### config.mk
export PLATFORM = sky130hd
export DESIGN_NAME = snp_inquire_init
export DESIGN_NICKNAME = d
export VERILOG_FILES = /design/src/rtl/snp_pkg.sv /design/src/rtl/snp_acq_drv.sv /design/src/rtl/snp_beat_cnt.sv /design/src/rtl/snp_retry_cnt.sv /design/src/rtl/snp_inquire_init.sv
export SDC_FILE = /design/constraint.sdc
export NUM_CORES = 1
export LEC_CHECK = 0
export BUFFER_PORTS_ARGS = -buffer_cell sky130_fd_sc_hd__buf_2
export CORE_ASPECT_RATIO = 0.8
export CORE_MARGIN = 1
export CORE_UTILIZATION = 39
export DETAILED_ROUTE_END_ITERATION = 10
export HOLD_SLACK_MARGIN = 0.12
export PLACE_DENSITY = 0.66
export SETUP_SLACK_MARGIN = 0.5
export SLEW_MARGIN = 25
export SYNTH_ARGS = -nofsm -noshare
export SYNTH_HDL_FRONTEND = slang
export SYNTH_HIERARCHICAL = 1
export SYNTH_SLANG_ARGS = --single-unit
### constraint.sdc
create_clock -name clk -period 2.4 [get_ports clk]
set_input_delay 0.6 -clock clk [delete_from_list [all_inputs] [get_ports clk]]
set_output_delay 0.6 -clock clk [all_outputs]
set_load 0.005 [all_outputs]
### src/rtl/snp_pkg.sv
package snp_pkg;

    typedef enum logic [1:0] {
        M_AHOLD = 2'd0,
        M_BOFF  = 2'd1,
        M_HOLD  = 2'd2
    } snp_method_e;

    localparam int unsigned SNP_NUM_METHODS = 3;

    typedef enum logic [1:0] {
        ST_MISS     = 2'd0,
        ST_CLEAN    = 2'd1,
        ST_DIRTY    = 2'd2,
        ST_PARABORT = 2'd3
    } snp_status_e;

    typedef enum logic [2:0] {
        S_IDLE,
        S_SETTLE,
        S_WAITACK,
        S_PRE,
        S_STROBE,
        S_SNP1,
        S_SNP2,
        S_WB
    } snp_state_e;

    typedef struct packed {
        snp_method_e meth;
        logic        inv;
    } snp_ctl_t;

    function automatic snp_method_e snp_norm_method(input logic [1:0] code);
        case (code)
            2'd1:    return M_BOFF;
            2'd2:    return M_HOLD;
            default: return M_AHOLD;
        endcase
    endfunction

    function automatic logic snp_bus_owned(input snp_state_e s);
        return (s == S_SETTLE) || (s == S_WAITACK) || (s == S_PRE) ||
               (s == S_STROBE) || (s == S_SNP1)    || (s == S_SNP2);
    endfunction

endpackage

### src/rtl/snp_acq_drv.sv
module snp_acq_drv
    import snp_pkg::*;
(
    input  logic        active,
    input  snp_method_e meth,
    output logic [SNP_NUM_METHODS-1:0] acq
);
    for (genvar g = 0; g < SNP_NUM_METHODS; g++) begin : g_acq
        assign acq[g] = active && (meth == snp_method_e'(2'(g)));
    end
endmodule

### src/rtl/snp_beat_cnt.sv
module snp_beat_cnt #(
    parameter int unsigned BEATS = 4
) (
    input  logic clk,
    input  logic rst,
    input  logic en,
    input  logic beat,
    output logic last
);
    localparam int unsigned CW = (BEATS > 1) ? $clog2(BEATS) : 1;
    localparam logic [CW-1:0] FINAL = CW'(BEATS - 1);

    logic [CW-1:0] cnt_q;

    assign last = en && beat && (cnt_q == FINAL);

    always_ff @(posedge clk) begin
        if (rst || !en) begin
            cnt_q <= '0;
        end else if (beat) begin
            cnt_q <= last ? '0 : cnt_q + 1'b1;
        end
    end
endmodule

### src/rtl/snp_retry_cnt.sv
module snp_retry_cnt #(
    parameter int unsigned MAX_RETRY = 2
) (
    input  logic clk,
    input  logic rst,
    input  logic clr,
    input  logic inc,
    output logic exhausted
);
    localparam int unsigned CW = $clog2(MAX_RETRY + 2);
    localparam logic [CW-1:0] LIMIT = CW'(MAX_RETRY);

    logic [CW-1:0] cnt_q;

    assign exhausted = (cnt_q == LIMIT);

    always_ff @(posedge clk) begin
        if (rst || clr) begin
            cnt_q <= '0;
        end else if (inc && !exhausted) begin
            cnt_q <= cnt_q + 1'b1;
        end
    end
endmodule

### src/rtl/snp_inquire_init.sv
module snp_inquire_init
    import snp_pkg::*;
#(
    parameter int unsigned ADDR_W    = 32,
    parameter int unsigned LINE_LSB  = 5,
    parameter int unsigned BEATS     = 4,
    parameter int unsigned MAX_RETRY = 2
) (
    input  logic                       clk,
    input  logic                       rst,
    input  logic                       req_valid,
    output logic                       req_ready,
    input  logic [ADDR_W-LINE_LSB-1:0] req_line,
    input  logic                       req_inv,
    input  logic [1:0]                 req_method,
    output logic                       done_valid,
    output logic [1:0]                 done_status,
    output logic                       retry_err,
    output logic                       bus_ahold,
    output logic                       bus_boff,
    output logic                       bus_hold,
    input  logic                       bus_hlda,
    output logic                       bus_eads,
    output logic [ADDR_W-LINE_LSB-1:0] bus_addr,
    output logic                       bus_inv,
    input  logic                       bus_hit,
    input  logic                       bus_hitm,
    input  logic                       bus_apchk,
    input  logic                       bus_brdy
);
    localparam int unsigned LW = ADDR_W - LINE_LSB;

    snp_state_e  state_q;
    snp_ctl_t    ctl_q;
    logic [LW-1:0] line_q;
    logic        done_q;
    snp_status_e status_q;
    logic        err_q;

    logic        accept;
    logic        par_seen;
    logic        retry_done;
    logic        wb_last;
    logic [SNP_NUM_METHODS-1:0] acq;

    assign accept   = (state_q == S_IDLE) && req_valid;
    assign par_seen = (state_q == S_SNP2) && bus_apchk;

    snp_retry_cnt #(.MAX_RETRY(MAX_RETRY)) retry_i (
        .clk       (clk),
        .rst       (rst),
        .clr       (accept),
        .inc       (par_seen),
        .exhausted (retry_done)
    );

    snp_beat_cnt #(.BEATS(BEATS)) beat_i (
        .clk  (clk),
        .rst  (rst),
        .en   (state_q == S_WB),
        .beat (bus_brdy),
        .last (wb_last)
    );

    snp_acq_drv acq_i (
        .active (snp_bus_owned(state_q)),
        .meth   (ctl_q.meth),
        .acq    (acq)
    );

    always_ff @(posedge clk) begin
        if (rst) begin
            state_q  <= S_IDLE;
            ctl_q    <= '0;
            line_q   <= '0;
            done_q   <= 1'b0;
            status_q <= ST_MISS;
            err_q    <= 1'b0;
        end else begin
            done_q <= 1'b0;
            case (state_q)
                S_IDLE: begin
                    if (req_valid) begin
                        line_q     <= req_line;
                        ctl_q.meth <= snp_norm_method(req_method);
                        ctl_q.inv  <= req_inv;
                        err_q      <= 1'b0;
                        state_q    <= (snp_norm_method(req_method) == M_HOLD)
                                      ? S_WAITACK : S_SETTLE;
                    end
                end
                S_SETTLE:  state_q <= S_PRE;
                S_WAITACK: if (bus_hlda) state_q <= S_PRE;
                S_PRE:     state_q <= S_STROBE;
                S_STROBE:  state_q <= S_SNP1;
                S_SNP1:    state_q <= S_SNP2;
                S_SNP2: begin
                    if (bus_apchk) begin
                        if (retry_done) begin
                            state_q  <= S_IDLE;
                            done_q   <= 1'b1;
                            status_q <= ST_PARABORT;
                            err_q    <= 1'b1;
                        end else begin
                            state_q <= S_PRE;
                        end
                    end else if (bus_hitm) begin
                        state_q <= S_WB;
                    end else begin
                        state_q  <= S_IDLE;
                        done_q   <= 1'b1;
                        status_q <= bus_hit ? ST_CLEAN : ST_MISS;
                    end
                end
                S_WB: begin
                    if (wb_last) begin
                        state_q  <= S_IDLE;
                        done_q   <= 1'b1;
                        status_q <= ST_DIRTY;
                    end
                end
                default: state_q <= S_IDLE;
            endcase
        end
    end

    assign req_ready   = (state_q == S_IDLE);
    assign done_valid  = done_q;
    assign done_status = status_q;
    assign retry_err   = err_q;

    assign bus_ahold = acq[M_AHOLD];
    assign bus_boff  = acq[M_BOFF];
    assign bus_hold  = acq[M_HOLD];

    assign bus_eads = (state_q == S_STROBE);
    assign bus_addr = bus_eads ? line_q : '0;
    assign bus_inv  = bus_eads && ctl_q.inv;

endmodule

==> impl_results.md <==
- Via count: 1844
- Fmax: 0.4923 GHz
- Syn Std Cell Area: 1898 um^2
- Syn Nets: 278
- Clock Tree Buf Depth: 2
- Share of cells above drive strength 1: 43.75%
- Placeable core area: 4624 um^2
- # DRC: 0
- Share of the synthesized area in the top cell type: 43.24%
- Pwr Total: 1832 uW
- RSZ-0062 raised after global routing: yes
- CP arrival: 1.43 ns
- Pre-antenna DRT Iters: 4
- Clock sink total: 41
- Die Footprint: 5152 um^2
- DRT iter0 DRCs: 101
- Pins Over Slew Limit: 0
- Pwr Density: 656.9 nW/um^2
- Num CTS Buffers: 5
- Leak Pwr: 0.001219 uW
- Synth Instances: 238
- Worst Setup EP: bus_addr[17]
- Max Clock Skew: 0.006829 ns
- Placed cell count: 362
- Critical Path RT: 1.80 ns
- Crit path max fanout: 6
- Sequential area share after synthesis: 43.24%
- Worst Setup End Kind: output port
- Post-synth EDFFs: 0
- # diodes: 0
- IO buf count: 74
- Min Tclk post-route: 2.031 ns
- IO Count: 75
- Final setup viols: 0
- Post-synth cell types: 40
- Yosys top cell by area: dfxtp_1
- Final-stage net count: 360
- Fillers: 420
- Top post-synthesis cells by count: 63 x nand2_1, 41 x dfxtp_1, 33 x a21oi_1
- Mean post-synth cell area: 7.975 um^2
- Ranking of synthesized cells by area: dfxtp_1 43%, nand2_1 12%, and2_1 9.6%, a21oi_1 8.7%, nand2b_1 2.3%
- Top-count cell post-synth: nand2_1
- Relative slew slack: 63.79%
- Total grt overflow: 0
- Top FF cell, synth: dfxtp_1
- First-pass GRT wire length: 7424 um
- Final Hold Viols: 0
- Clock-pin slew on the worst setup and hold paths: 0.07 ns
- Chip width: 80.00 um
- FF-to-FF End: retry_i/cnt_q[1]
- Reg2reg start: state_q[0]
- Clk Latency, worst-skew pair: 0.28 ns
- R2R Setup Slk: 0.68 ns
- Worst hold path type: reg2reg
- Status: finished clean
- Maxcap violations: 0
- GRT Total Usage: 18.69%
- Max VDD drop: 0.3908 mV
- Final period util: 84.64%
- Cells on worst reg2reg path: 8
- Die Ht: 64.40 um
- GPL Wtd Cong: 0.7508
- Synth Warn #: 6
- CP Class: reg2out
- Largest net degree at the start of global routing: 33
- Startpoint Class: register
- Initial antenna violation count: 0
- Share of async-settable or async-resettable flops after synthesis: 0%
- #FFs+latches synth: 41
- Via count of the first global-routing pass: 1622
- Hold buffer count at cts: 0
- WL/cell: 12.43 um
- Worst Tran Pin Value: 0.5432 ns
- Starting Density: 41.04%
- Layout Cells excl Fill: 380
- Number of vias per cell: 4.853
- DPL Wire Length: 2926 um
- Root Driver: clkbuf_8
- Final ANT Viol Nets: 0
- Crit path from: state_q[2]
- Row cnt: 22
- CTS tree: yes
- Setup TNS: 0 ns
- Post-Route WL: 4725 um
- CTS H-Tree Depth: 2
- Syn-to-layout area delta: 46.93%
per-stage QoR:
step | hold WS, ns | util, % | instance area, um^2 | worst slack [ns]
detailed placement | 0.4446 | 49.73 | 2300 | 0.3971
floorplan | 0.4317 | - | 1898 | 0.6700
CTS | 0.4564 | 58.01 | 2683 | 0.3640
global route | 0.4780 | 60.31 | 2789 | 0.2843
global placement | 0.4369 | 49.73 | 2300 | 0.4326
finish | 0.4532 | 60.31 | 2789 | 0.3686
area by class of cell:
type / instances / area, um^2 / share of cell area, %
well taps: 60 / 75.07 / 2.692
multi-input cells: 177 / 1052 / 37.73
clock inverters: 2 / 35.03 / 1.256
clock buffers: 5 / 68.82 / 2.467
flip-flops and latches: 41 / 827.0 / 29.65
repair buffers: 91 / 710.7 / 25.48
inverters: 4 / 20.02 / 0.7178
critical path: stages, from the launching register on:
cell and delay (ns):
dfxtp_4 0.38, inv_4 0.04, nor3_4 0.22, buf_6 0.15, buf_6 0.12, and2_4 0.15
buf_6 0.09
state kept, by name (all words and copies together), names as in the netlist:
signal and count:
retry_err 1, done_status 2, line_q 27, state_q 3, beat_i/cnt_q 2, ctl_q 3
done_valid 1, retry_i/cnt_q 2
kinds of logic after synthesis:
kind of cell | synth area share (%)
AO/OA/AOI/OAI | 14.37
adder cells (fa/ha/maj) | 1.318
AND/OR/NAND/NOR | 34.34
multiplexers | 0.5274
XOR/XNOR | 0.4615
buffers and inverters | 5.735
flip-flops | 43.24
metal layers:
metal | vias to the layer above | track usage [%] | wire length, um
li1 | 940 | - | -
met1 | 843 | 24.15 | 2301
met2 | 59 | 30.45 | 2074
met3 | 2 | 5.000 | 330
met4 | 0 | 5.357 | 18
met5 | - | 0 | 0
power breakdown:
group          switching (uW)  internal [uW]
clock                     223            302
sequential               50.1            759
combinational             276            222
cell usage in the layout (no fill, tap or decap), types with 2 or more instances in the layout:
cell | netlist | final
nand2_1 | 63 | 63
nand3b_1 | 2 | 2
o21ai_0 | 4 | 4
and3b_1 | 2 | 2
dfxtp_1 | 41 | 38
inv_1 | 3 | 2
nor2_1 | 6 | 4
clkbuf_8 | 0 | 5
buf_2 | 6 | 48
a211oi_1 | 2 | 2
buf_6 | 1 | 36
nor3_4 | 1 | 2
a21oi_1 | 33 | 33
buf_4 | 5 | 6
dfxtp_2 | 0 | 2
nand3_1 | 3 | 3
and2_4 | 0 | 25
nand2b_1 | 7 | 7
inv_4 | 0 | 2
nor2_2 | 1 | 3
and2_1 | 29 | 4
ha_1 | 2 | 2
worst min path at each step:
stage / startpoint / endpoint / slack [ns] / cells after the start
detailed placement: line_q[6] / line_q[6] / 0.44 / 2
CTS: line_q[7] / line_q[7] / 0.46 / 2
global placement: line_q[25] / line_q[25] / 0.44 / 2
finish: line_q[7] / line_q[7] / 0.45 / 2
global route: line_q[5] / line_q[5] / 0.48 / 2
floorplan: ctl_q[0] / ctl_q[0] / 0.43 / 2
repair_timing:
item                                   CTS  global route
buffers inserted                         6             2
endpoints found under the hold margin    0             0
cloned                                   3             0
pin swaps                               27             3
setup endpoints to repair               33            64
gates resized for setup                 52            25
No activity file was read; power rests on OpenSTA's default activity.
